[config.mk]
export PLATFORM = sky130hd
export DESIGN_NAME = rxs_steer_top
export DESIGN_NICKNAME = d
export VERILOG_FILES = /design/src/rtl/rxs_pkg.sv /design/src/rtl/rxs_flow_hash.sv /design/src/rtl/rxs_rx_classifier.sv /design/src/rtl/rxs_tx_merge.sv /design/src/rtl/rxs_steer_top.sv
export SDC_FILE = /design/constraint.sdc
export NUM_CORES = 1
export LEC_CHECK = 0
export BUFFER_PORTS_ARGS = -buffer_cell sky130_fd_sc_hd__clkbuf_2
export CAP_MARGIN = 40
export CORE_AREA = 2 2 130 132
export DETAILED_ROUTE_END_ITERATION = 6
export DIE_AREA = 0 0 132 134
export GPL_TIMING_DRIVEN = 0
export MAX_ROUTING_LAYER = met4
export SETUP_SLACK_MARGIN = 0.1
export SYNTH_ARGS = -nofsm -noshare
export SYNTH_HDL_FRONTEND = slang
export SYNTH_SLANG_ARGS = --single-unit
[constraint.sdc]
create_clock -name clk -period 7.05 [get_ports clk]
set_input_delay 0 -clock clk [delete_from_list [all_inputs] [get_ports clk]]
set_output_delay 0 -clock clk [all_outputs]
set_load 0.005 [all_outputs]
[src/rtl/rxs_pkg.sv]
`timescale 1ns/1ps
package rxs_pkg;

    localparam logic [7:0] PROTO_TCP = 8'd6;
    localparam logic [7:0] PROTO_UDP = 8'd17;

    typedef enum logic {
        RX_IDLE = 1'b0,
        RX_BODY = 1'b1
    } rx_state_e;

    typedef enum logic [1:0] {
        TX_IDLE = 2'd0,
        TX_SW   = 2'd1,
        TX_ACC  = 2'd2
    } tx_state_e;

endpackage

[src/rtl/rxs_flow_hash.sv]
`timescale 1ns/1ps
module rxs_flow_hash #(
    parameter int NQ = 4,
    localparam int QW = (NQ > 1) ? $clog2(NQ) : 1
) (
    input  logic [31:0]   src_ip,
    input  logic [31:0]   dst_ip,
    input  logic [15:0]   src_port,
    input  logic [15:0]   dst_port,
    output logic [QW-1:0] qidx
);
    localparam int NS = (32 + QW - 1) / QW;

    logic [31:0]      mix;
    logic [NS*QW-1:0] padded;
    logic [QW-1:0]    part [0:NS];

    always_comb begin
        mix    = src_ip ^ dst_ip ^ {src_port, dst_port};
        padded = '0;
        padded[31:0] = mix;
    end

    assign part[0] = '0;
    for (genvar g = 0; g < NS; g++) begin : g_fold
        assign part[g+1] = part[g] ^ padded[g*QW +: QW];
    end

    assign qidx = part[NS];

endmodule

[src/rtl/rxs_rx_classifier.sv]
`timescale 1ns/1ps
module rxs_rx_classifier import rxs_pkg::*; #(
    parameter int          NQ        = 4,
    parameter int          DW        = 32,
    parameter logic [15:0] SVC_RESET = 16'd9000,
    localparam int         QW        = (NQ > 1) ? $clog2(NQ) : 1
) (
    input  logic          clk,
    input  logic          rst_n,
    input  logic          cfg_wr_en,
    input  logic [15:0]   cfg_svc_port,
    input  logic          rx_valid,
    output logic          rx_ready,
    input  logic [DW-1:0] rx_data,
    input  logic          rx_last,
    input  logic          rx_is_ip,
    input  logic [7:0]    rx_proto,
    input  logic [15:0]   rx_dst_port,
    input  logic [QW-1:0] hash_q,
    output logic          acc_valid,
    input  logic          acc_ready,
    output logic [DW-1:0] acc_data,
    output logic          acc_last,
    output logic [NQ-1:0] q_valid,
    input  logic [NQ-1:0] q_ready,
    output logic [DW-1:0] q_data,
    output logic          q_last
);
    rx_state_e     state, state_nx;
    logic [15:0]   svc_port;
    logic [15:0]   pend_port;
    logic          pend_vld;
    logic          held_acc;
    logic [QW-1:0] held_q;
    logic          live_acc;
    logic [QW-1:0] live_q;
    logic          sel_acc;
    logic [QW-1:0] sel_q;
    logic          beat;
    logic          commit;
    logic          l4_known;

    // live decision from the first-beat header
    always_comb begin
        l4_known = rx_is_ip && ((rx_proto == PROTO_TCP) || (rx_proto == PROTO_UDP));
        live_acc = rx_is_ip && (rx_proto == PROTO_UDP) && (rx_dst_port == svc_port);
        live_q   = l4_known ? hash_q : '0;
    end

    // state register
    always_ff @(posedge clk) begin
        if (!rst_n) begin
            state <= RX_IDLE;
        end else begin
            state <= state_nx;
        end
    end

    // next state and steering outputs
    always_comb begin
        state_nx = state;
        sel_acc  = live_acc;
        sel_q    = live_q;
        beat     = 1'b0;
        unique case (state)
            RX_IDLE: begin
                sel_acc = live_acc;
                sel_q   = live_q;
            end
            RX_BODY: begin
                sel_acc = held_acc;
                sel_q   = held_q;
            end
        endcase
        rx_ready  = sel_acc ? acc_ready : q_ready[sel_q];
        beat      = rx_valid && rx_ready;
        acc_valid = rx_valid && sel_acc;
        for (int i = 0; i < NQ; i++) begin
            q_valid[i] = rx_valid && !sel_acc && (sel_q == QW'(i));
        end
        acc_data = rx_data;
        acc_last = rx_last;
        q_data   = rx_data;
        q_last   = rx_last;
        unique case (state)
            RX_IDLE: if (beat && !rx_last) state_nx = RX_BODY;
            RX_BODY: if (beat && rx_last)  state_nx = RX_IDLE;
        endcase
    end

    // latched destination for the rest of a packet
    always_ff @(posedge clk) begin
        if (!rst_n) begin
            held_acc <= 1'b0;
            held_q   <= '0;
        end else if (state == RX_IDLE && beat) begin
            held_acc <= live_acc;
            held_q   <= live_q;
        end
    end

    // service port staging: commit only between packets
    assign commit = ((state == RX_IDLE) && !rx_valid) || (beat && rx_last);

    always_ff @(posedge clk) begin
        if (!rst_n) begin
            svc_port  <= SVC_RESET;
            pend_port <= SVC_RESET;
            pend_vld  <= 1'b0;
        end else if (cfg_wr_en) begin
            pend_port <= cfg_svc_port;
            pend_vld  <= 1'b1;
        end else if (commit && pend_vld) begin
            svc_port <= pend_port;
            pend_vld <= 1'b0;
        end
    end

    AST_RX_NO_DROP: assert property (@(posedge clk) disable iff (!rst_n) (rx_valid && rx_ready) |-> ((acc_valid && acc_ready) || (|(q_valid & q_ready))));
    AST_ACC_PKT_STAYS: assert property (@(posedge clk) disable iff (!rst_n) (acc_valid && acc_ready && !acc_last) |=> !(|q_valid));
    AST_Q_PKT_STAYS: assert property (@(posedge clk) disable iff (!rst_n) ((|(q_valid & q_ready)) && !q_last) |=> !acc_valid);
    AST_SVC_HELD: assert property (@(posedge clk) disable iff (!rst_n) (state == RX_BODY && !(beat && rx_last)) |=> $stable(svc_port));
    AST_NONIP_Q0: assert property (@(posedge clk) disable iff (!rst_n) (state == RX_IDLE && rx_valid && !rx_is_ip) |-> (q_valid == NQ'(1) && !acc_valid));
    AST_TCP_NOT_ACC: assert property (@(posedge clk) disable iff (!rst_n) (state == RX_IDLE && rx_valid && rx_proto == PROTO_TCP) |-> !acc_valid);

endmodule

[src/rtl/rxs_tx_merge.sv]
`timescale 1ns/1ps
module rxs_tx_merge import rxs_pkg::*; #(
    parameter int DW = 32
) (
    input  logic          clk,
    input  logic          rst_n,
    input  logic          sw_tx_valid,
    output logic          sw_tx_ready,
    input  logic [DW-1:0] sw_tx_data,
    input  logic          sw_tx_last,
    input  logic          acc_tx_valid,
    output logic          acc_tx_ready,
    input  logic [DW-1:0] acc_tx_data,
    input  logic          acc_tx_last,
    output logic          tx_valid,
    input  logic          tx_ready,
    output logic [DW-1:0] tx_data,
    output logic          tx_last
);
    tx_state_e state, state_nx;
    logic      prefer_acc;
    logic      grant_sw;
    logic      grant_acc;
    logic      hs;

    // state register and round-robin pointer
    always_ff @(posedge clk) begin
        if (!rst_n) begin
            state      <= TX_IDLE;
            prefer_acc <= 1'b0;
        end else begin
            state <= state_nx;
            if (state == TX_IDLE && hs) begin
                prefer_acc <= grant_sw;
            end
        end
    end

    // grant, output mux and next state
    always_comb begin
        grant_sw  = 1'b0;
        grant_acc = 1'b0;
        state_nx  = state;
        unique case (state)
            TX_IDLE: begin
                if (sw_tx_valid && acc_tx_valid) begin
                    grant_acc = prefer_acc;
                    grant_sw  = !prefer_acc;
                end else begin
                    grant_sw  = sw_tx_valid;
                    grant_acc = acc_tx_valid;
                end
            end
            TX_SW:  grant_sw  = 1'b1;
            TX_ACC: grant_acc = 1'b1;
            default: begin
                grant_sw  = 1'b0;
                grant_acc = 1'b0;
            end
        endcase
        tx_valid     = (grant_sw && sw_tx_valid) || (grant_acc && acc_tx_valid);
        tx_data      = grant_acc ? acc_tx_data : sw_tx_data;
        tx_last      = grant_acc ? acc_tx_last : sw_tx_last;
        sw_tx_ready  = grant_sw && tx_ready;
        acc_tx_ready = grant_acc && tx_ready;
        hs           = tx_valid && tx_ready;
        unique case (state)
            TX_IDLE: if (hs && !tx_last) state_nx = grant_acc ? TX_ACC : TX_SW;
            TX_SW:   if (hs && tx_last)  state_nx = TX_IDLE;
            TX_ACC:  if (hs && tx_last)  state_nx = TX_IDLE;
            default: state_nx = TX_IDLE;
        endcase
    end

    AST_TX_LOCK_SW: assert property (@(posedge clk) disable iff (!rst_n) (state == TX_SW) |-> !acc_tx_ready);
    AST_TX_LOCK_ACC: assert property (@(posedge clk) disable iff (!rst_n) (state == TX_ACC) |-> !sw_tx_ready);
    AST_TX_STALL: assert property (@(posedge clk) disable iff (!rst_n) (tx_valid && !tx_ready) |-> (!sw_tx_ready && !acc_tx_ready));
    AST_TX_ONE_READY: assert property (@(posedge clk) disable iff (!rst_n) !(sw_tx_ready && acc_tx_ready));
    AST_TX_RR_TURN: assert property (@(posedge clk) disable iff (!rst_n) (state == TX_IDLE && sw_tx_valid && sw_tx_ready && sw_tx_last) |=> (state == TX_IDLE && sw_tx_valid && acc_tx_valid) |-> acc_tx_ready == tx_ready);

endmodule

[src/rtl/rxs_steer_top.sv]
`timescale 1ns/1ps
module rxs_steer_top #(
    parameter int          NQ        = 4,
    parameter int          DW        = 32,
    parameter logic [15:0] SVC_RESET = 16'd9000
) (
    input  logic          clk,
    input  logic          rst_n,
    input  logic          cfg_wr_en,
    input  logic [15:0]   cfg_svc_port,
    input  logic          rx_valid,
    output logic          rx_ready,
    input  logic [DW-1:0] rx_data,
    input  logic          rx_last,
    input  logic          rx_is_ip,
    input  logic [7:0]    rx_proto,
    input  logic [31:0]   rx_src_ip,
    input  logic [31:0]   rx_dst_ip,
    input  logic [15:0]   rx_src_port,
    input  logic [15:0]   rx_dst_port,
    output logic          acc_valid,
    input  logic          acc_ready,
    output logic [DW-1:0] acc_data,
    output logic          acc_last,
    output logic [NQ-1:0] q_valid,
    input  logic [NQ-1:0] q_ready,
    output logic [DW-1:0] q_data,
    output logic          q_last,
    input  logic          sw_tx_valid,
    output logic          sw_tx_ready,
    input  logic [DW-1:0] sw_tx_data,
    input  logic          sw_tx_last,
    input  logic          acc_tx_valid,
    output logic          acc_tx_ready,
    input  logic [DW-1:0] acc_tx_data,
    input  logic          acc_tx_last,
    output logic          tx_valid,
    input  logic          tx_ready,
    output logic [DW-1:0] tx_data,
    output logic          tx_last
);
    localparam int QW = (NQ > 1) ? $clog2(NQ) : 1;

    logic [QW-1:0] hash_q;

    rxs_flow_hash #(.NQ(NQ)) i_hash (
        .src_ip   (rx_src_ip),
        .dst_ip   (rx_dst_ip),
        .src_port (rx_src_port),
        .dst_port (rx_dst_port),
        .qidx     (hash_q)
    );

    rxs_rx_classifier #(.NQ(NQ), .DW(DW), .SVC_RESET(SVC_RESET)) i_rx (
        .clk          (clk),
        .rst_n        (rst_n),
        .cfg_wr_en    (cfg_wr_en),
        .cfg_svc_port (cfg_svc_port),
        .rx_valid     (rx_valid),
        .rx_ready     (rx_ready),
        .rx_data      (rx_data),
        .rx_last      (rx_last),
        .rx_is_ip     (rx_is_ip),
        .rx_proto     (rx_proto),
        .rx_dst_port  (rx_dst_port),
        .hash_q       (hash_q),
        .acc_valid    (acc_valid),
        .acc_ready    (acc_ready),
        .acc_data     (acc_data),
        .acc_last     (acc_last),
        .q_valid      (q_valid),
        .q_ready      (q_ready),
        .q_data       (q_data),
        .q_last       (q_last)
    );

    rxs_tx_merge #(.DW(DW)) i_tx (
        .clk          (clk),
        .rst_n        (rst_n),
        .sw_tx_valid  (sw_tx_valid),
        .sw_tx_ready  (sw_tx_ready),
        .sw_tx_data   (sw_tx_data),
        .sw_tx_last   (sw_tx_last),
        .acc_tx_valid (acc_tx_valid),
        .acc_tx_ready (acc_tx_ready),
        .acc_tx_data  (acc_tx_data),
        .acc_tx_last  (acc_tx_last),
        .tx_valid     (tx_valid),
        .tx_ready     (tx_ready),
        .tx_data      (tx_data),
        .tx_last      (tx_last)
    );

endmodule

==> results.md, run 1 <==
* WP data required at 7.19 ns
* Synthesized instance count at 443
* Async SR Flop Fraction at 0%
* Fin crit period at 2.76 ns
* Chip Height at 134 microns
* Slew Limit Fails at 0
* Max Clock Freq at 362 MHz
* Post-CTS setup buffer count at 0
* Switching share of total power at 35.1%
* Critical Path Source Type: flip-flop
* Hold Crit Class: in2reg
* Worst Clk Skew at 0.00208 ns
* CP max FO at 10
* 1st-iter DRT viols at 85
* Yosys cell types at 45
* Row cnt at 47
* Slowest CP cell: or4_1
* Final setup violating endpoints at 0
* Post-synthesis register bit count at 40
* Via count at 4,031
* Pwr dens at 194 nW/um^2
* Routed WL per cell at 12.9 microns
* Status: finished clean
* Area grow syn2layout at 56.0%
* Clk pwr share at 19.5%
* Rel. slew slack at 54.4%
* Global placement routability congestion at 0.876
* Port Buffers at 306
* Initial antenna violation count at 0
* GRT overflow at 0
* Layout Nets at 1,009
* Fin crit share at 39.2%
* Root buf cell: clkbuf_16
* Worst Setup End Kind: flip-flop
* Post-synth EDFFs at 0
* Sequential power share at 21.6%
* Pre-CTS worst setup slack at 4.27 ns
* Synthesis Warnings at 0
* Worst setup margin at 4.29 ns
* Die width at 132 microns
* ANT nets after route at 0
* Worst slew pin tran at 0.684 ns
* Initial Utilization at 23.4%
* Post-synth top flop: dfxtp_1
* DRT Pass-1 Iters at 4
* CTS max path bufs at 2
* Die area at 17,700 sq um
* First-pass GRT wire length at 19.9 mm
* DR vias/cell at 4.05
* I/O pin cnt at 340
* Worst vdd ir at 0.000134 V
* WL final at 12.8 mm
* Setup_tns at 0 ns
* Cts bufs inserted at 5
* Clock sinks at 40
* Post-synthesis sequential area ratio at 21.0%
* Clock Pin Slew Worst Setup and Hold Paths at 0.06 ns
* Layout Cells excl Fill at 995
* Worst path cell trace: xor2_1, nor4_1, nand4_1, or4_1, o21a_1, nor2_1, nor2_1, a31o_2, buf_2, nand3_1, nand3_1
* H-tree levels at 2
* CP max stage delay at 0.50 ns
* Overall global routing resource usage at 14.5%
* Synth Area per Inst at 8.60 sq um
* Synthesized area at 3810 sq um
* HPWL after DPL at 11.6 mm
* Largest net degree at the start of global routing at 13
* Crit path DAT at 2.90 ns
* Share of cells above drive strength 1 at 55.0%
* Core Box Area at 16,300 sq um
* TritonCTS clock tree: yes
* Highest-count cells in the layout ignoring fill and taps: 306 x clkbuf_2, 92 x xnor2_1, 67 x buf_4
* RSZ-0062 raised after global routing: no
* Commonest non-fill, non-tap cell in the layout: clkbuf_2
* Residual DRC count at 0
* Max-cap check violation count at 0
* Number of global-route vias before repair at 3,942
* CP Class: reg2reg
* Part of the power in combinational logic at 58.9%
* Post-layout instance area at 5940 sq um
* NetSw at 405 uW
* Synth Net Count at 678
* Lkg Pwr at 2.89 nW
* Clk Latency, worst-skew pair at 0.28 ns
* PostCTS Resize Cnt at 0
* P_int at 750 uW
* Hold violation total from the final report at 0
* Placed cell count at 970
* Area after DPL at 5620 sq um
* N_diodes at 0
## registers in the layout, indices dropped and copies added, names as in the netlist, named ones only
register	count
i_rx.pend_port	16
i_rx.svc_port	16
i_rx.held_q	2
i_tx.state	2
i_rx.held_acc	1
i_rx.pend_vld	1
i_tx.prefer_acc	1
## worst paths after layout
kind,start,depth (start not counted),slack (ns),endpoint
max,i_rx.svc_port[13],11,4.29,i_rx.svc_port[8]
min,tx_ready,3,0.1,i_tx.prefer_acc
min reg2reg,i_rx.pend_port[10],2,0.47,i_rx.svc_port[10]
max reg2reg,i_rx.svc_port[13],11,4.29,i_rx.svc_port[8]
## metal layers
layer / global-route usage, % / share of wire (%)
met1: 15.5 / 38
met2: 27.8 / 54
met3: 3.02 / 7.6
met4: 2.29 / 0.40
met5: - / 0
## synthesized netlist by cell type, types with 2 or more instances
library cell | count | area [sq um]
dfxtp_1 | 40 | 801
buf_2 | 2 | 10.0
or4_1 | 3 | 22.5
xnor2_1 | 92 | 806
clkbuf_1 | 9 | 33.8
xor2_1 | 14 | 123
a21oi_1 | 21 | 105
nor4_1 | 2 | 12.5
nor2b_1 | 5 | 31.3
ha_1 | 3 | 37.5
nor3_1 | 2 | 10.0
nand3_1 | 24 | 120
nor2_1 | 27 | 101
a31oi_1 | 2 | 12.5
inv_1 | 5 | 18.8
o21a_1 | 5 | 37.5
nand2b_1 | 3 | 18.8
o21ai_0 | 22 | 110
nand2_1 | 17 | 63.8
nor4bb_1 | 2 | 20.0
buf_1 | 4 | 15.0
mux2_2 | 33 | 372
mux2i_1 | 17 | 170
nand4_1 | 3 | 18.8
buf_4 | 66 | 495
## kinds of logic (layout without fill, tap and decap cells)
family	count (synthesis)	in the layout	synth area share, %
XOR/XNOR	108	108	25.6
AND/OR/NAND/NOR	95	95	13.0
buffers and inverters	88	420	15.4
AO/OA/AOI/OAI	59	59	9.72
multiplexers	50	50	14.2
flip-flops	40	40	21.0
adder cells (fa/ha/maj)	3	3	0.985
## power groups by stage
stage | combinational [mW] | sequential [mW] | clock (mW)
finish | 0.680 | 0.250 | 0.225
global route | 0.752 | 0.252 | 0.244
CTS | 0.698 | 0.250 | 0.232
detailed placement | 0.686 | 0.255 | 0
global placement | 0.682 | 0.254 | 0
floorplan | 0.466 | 0.252 | 0
## worst max-delay path, delay by kind of cell (launching register included)
| family | cells | cell delay, ns |
|---|---|---|
| simple gates | 7 | 1.36 |
| xor+xnor | 1 | 0.16 |
| compound gates | 2 | 0.60 |
| buf+inv | 1 | 0.19 |
| flops | 1 | 0.31 |
## cell type report
| class | count | area (sq um) |
|---|---|---|
| Sequential cell | 40 | 801 |
| Tap cell | 220 | 275 |
| Inverter | 6 | 22.5 |
| Clock buffer | 6 | 139 |
| Multi-Input combinational cell | 315 | 2420 |
| Buffer | 82 | 566 |
| Timing Repair Buffer | 324 | 1710 |
| Clock inverter | 2 | 10.0 |
| Fill cell | 1731 | 10300 |
## through the flow
step                hold WS [ns]  total power, mW  util, %
floorplan                 0.0808            0.718        -
global placement           0.168            0.936     34.5
detailed placement         0.169            0.941     34.5
CTS                       0.0994             1.18     36.5
global route               0.128             1.25     36.5
finish                    0.0957             1.16     36.5
## timing repair
item / CTS / global route
setup endpoints to repair: 0 / 0
hold buffers: 17 / 0
hold endpoints to repair: 17 / 0
No activity file was read; power rests on OpenSTA's default activity.
==> run 2, diff against run 1 <==
- clock period: 7.05 -> 2.7 ns (I/O delays scaled with it)
==> results.md, run 2 (same netlist as run 1, synthesis figures left out) <==
* N_diodes at 0
* Rel. slew slack at 52.7%
* Highest-count cells in the layout ignoring fill and taps: 306 x clkbuf_2, 92 x xnor2_1, 70 x buf_4
* Max-cap check violation count at 0
* Critical path endpoint: i_rx.svc_port[13]
* Most used cell, CP: buf_6
* Placed cell count at 970
* Residual DRC count at 0
* Total Power at 3.17 mW
* Largest net degree at the start of global routing at 13
* Chip Height at 134 microns
* Initial antenna violation count at 0
* Seq. cell area at 803 sq um
* Global placement routability congestion at 0.876
* NetSw at 1.12 mW
* Initial Utilization at 23.4%
* Root buf cell: clkbuf_16
* Pwr dens at 518 nW/um^2
* Clock Pin Slew Worst Setup and Hold Paths at 0.06 ns
* Part of the power in combinational logic at 60.7%
* Worst setup margin at 0.143 ns
* CP Class: reg2reg
* Die area at 17,700 sq um
* Worst vdd ir at 0.000357 V
* H-tree levels at 2
* Multi-input logic area at 2510 sq um
* WP data required at 2.84 ns
* 1st-iter DRT viols at 65
* Routed WL per cell at 13.1 microns
* Share of cells above drive strength 1 at 58.3%
* Row cnt at 47
* Crit path DAT at 2.70 ns
* Worst path cell trace: xor2_1, nor4_1, nand4_1, or4_4, a21oi_2, a2111o_1, buf_6, a31oi_4, buf_6, o21ai_1, nand3_1
* DRT Pass-1 Iters at 4
* Worst Reg2Reg Path Length in Cells at 11
* Hold Crit Class: in2reg
* Clk pwr share at 18.6%
* CP Depth at 11
* R2R setup slack at 0.14 ns
* Critical Path Source Type: flip-flop
* Core Box Area at 16,300 sq um
* ANT nets after route at 0
* Overall global routing resource usage at 14.7%
* CP startpoint: i_rx.svc_port[10]
* Area grow syn2layout at 60.5%
* Slowest CP cell: or4_4
* CTS max path bufs at 2
* CP max stage delay at 0.49 ns
* Layout Cells excl Fill at 1,002
* RSZ-0062 raised after global routing: yes
* Max Clock Freq at 391 MHz
* First-pass GRT wire length at 20.2 mm
* Port Buffers at 306
* Clk Latency, worst-skew pair at 0.28 ns
* Hold violation total from the final report at 0
* Cts bufs inserted at 5
* Fin crit share at 94.7%
* TritonCTS clock tree: yes
* Setup_tns at 0 ns
* WL final at 13.1 mm
* I/O pin cnt at 340
* Layout Nets at 1,016
* Commonest non-fill, non-tap cell in the layout: clkbuf_2
* Number of global-route vias before repair at 4,032
* Worst reg2reg startpoint: i_rx.svc_port[10]
* Switching share of total power at 35.4%
* Core Util, Final at 37.5%
* Final setup violating endpoints at 0
* Fillers at 1,724
* Pre-CTS worst setup slack at -0.0781 ns
* Die width at 132 microns
* Slew Limit Fails at 0
* HPWL after DPL at 11.6 mm
* P_int at 2.05 mW
* R2r endpoint: i_rx.svc_port[13]
* Worst Clk Skew at 0.00254 ns
* Status: finished clean
* Lkg Pwr at 2.95 nW
* CP top delay family: simple AND/OR/NAND/NOR gates
* CP max FO at 5
* Via count at 4,088
* GRT overflow at 0
* Biggest regs: i_rx.pend_port (16), i_rx.svc_port (16)
* Buf+Inv Stages, Crit Path at 2
* Worst slew pin tran at 0.709 ns
* DR vias/cell at 4.08
* Worst Setup End Kind: flip-flop
* Clock sinks at 40
* Sequential power share at 20.7%
* Fin crit period at 2.56 ns
-- run 2: cell types whose count changed in the layout (fill, tap and decap cells not counted), moves of 5 or more --
cell,delta
o21ai_2,+9
o21ai_0,-15
buf_6,+5
o21ai_1,+6
-- run 2: how the worst min path moves through the flow --
stage                             from              end  slack, ns  cells past startpoint
after floorplan             rx_data[0]      acc_data[0]       0.08                      1
after global placement     rx_data[21]       q_data[21]       0.17                      2
after detailed placement    rx_data[7]      acc_data[7]       0.17                      2
after CTS                 acc_tx_valid  i_tx.prefer_acc       0.10                      4
after global routing           rx_last        flip-flop       0.14                      4
final                         tx_ready  i_tx.prefer_acc        0.1                      3
-- run 2: worst register-to-register path, stage by stage (launching register included) --
cell and delay [ns]:
dfxtp_1 0.32, xor2_1 0.16, nor4_1 0.28, nand4_1 0.15, or4_4 0.49, a21oi_2 0.15, a2111o_1 0.23, buf_6 0.13
a31oi_4 0.13, buf_6 0.18, o21ai_1 0.12, nand3_1 0.08
-- run 2: power by group through the flow --
stage	clock [mW]	sequential, mW	combinational, mW
4_1_cts	0.606	0.652	1.87
2_1_floorplan	0	0.658	1.22
5_1_grt	0.636	0.659	2.12
3_5_place_dp	0	0.665	1.79
6_report	0.590	0.654	1.92
3_3_place_gp	0	0.664	1.78
-- run 2: area by class of cell --
class / instances / area share, %
multi-input combinational: 315 / 41.1
clock inverter: 2 / 0.164
tap: 220 / 4.50
clock buffer: 6 / 2.27
inverter: 6 / 0.368
buffer: 81 / 9.29
timing repair buffer: 332 / 29.1
sequential: 40 / 13.1
-- run 2: routing by layer --
metal | global-route usage (%) | vias to the layer above | routed length, microns
met5 | - | - | 0
met4 | 2.66 | 0 | 99
met3 | 3.02 | 8 | 1020
met2 | 28.4 | 204 | 7190
met1 | 15.6 | 1764 | 4800
li1 | - | 2112 | -
-- run 2: timing repair --
action                                 CTS  global route
endpoints found under the hold margin   17             0
setup endpoints to repair               13            34
buffers inserted                         5             1
gates resized for setup                 10            37
cloned                                   1             1
hold buffers                            17             0
pin swaps                                8            25
-- run 2: through the flow --
step	instance area [sq um]	hold WS, ns
2_1_floorplan	3810	0.0808
3_3_place_gp	5620	0.168
3_5_place_dp	5620	0.169
4_1_cts	6020	0.103
5_1_grt	6110	0.141
6_report	6110	0.0970
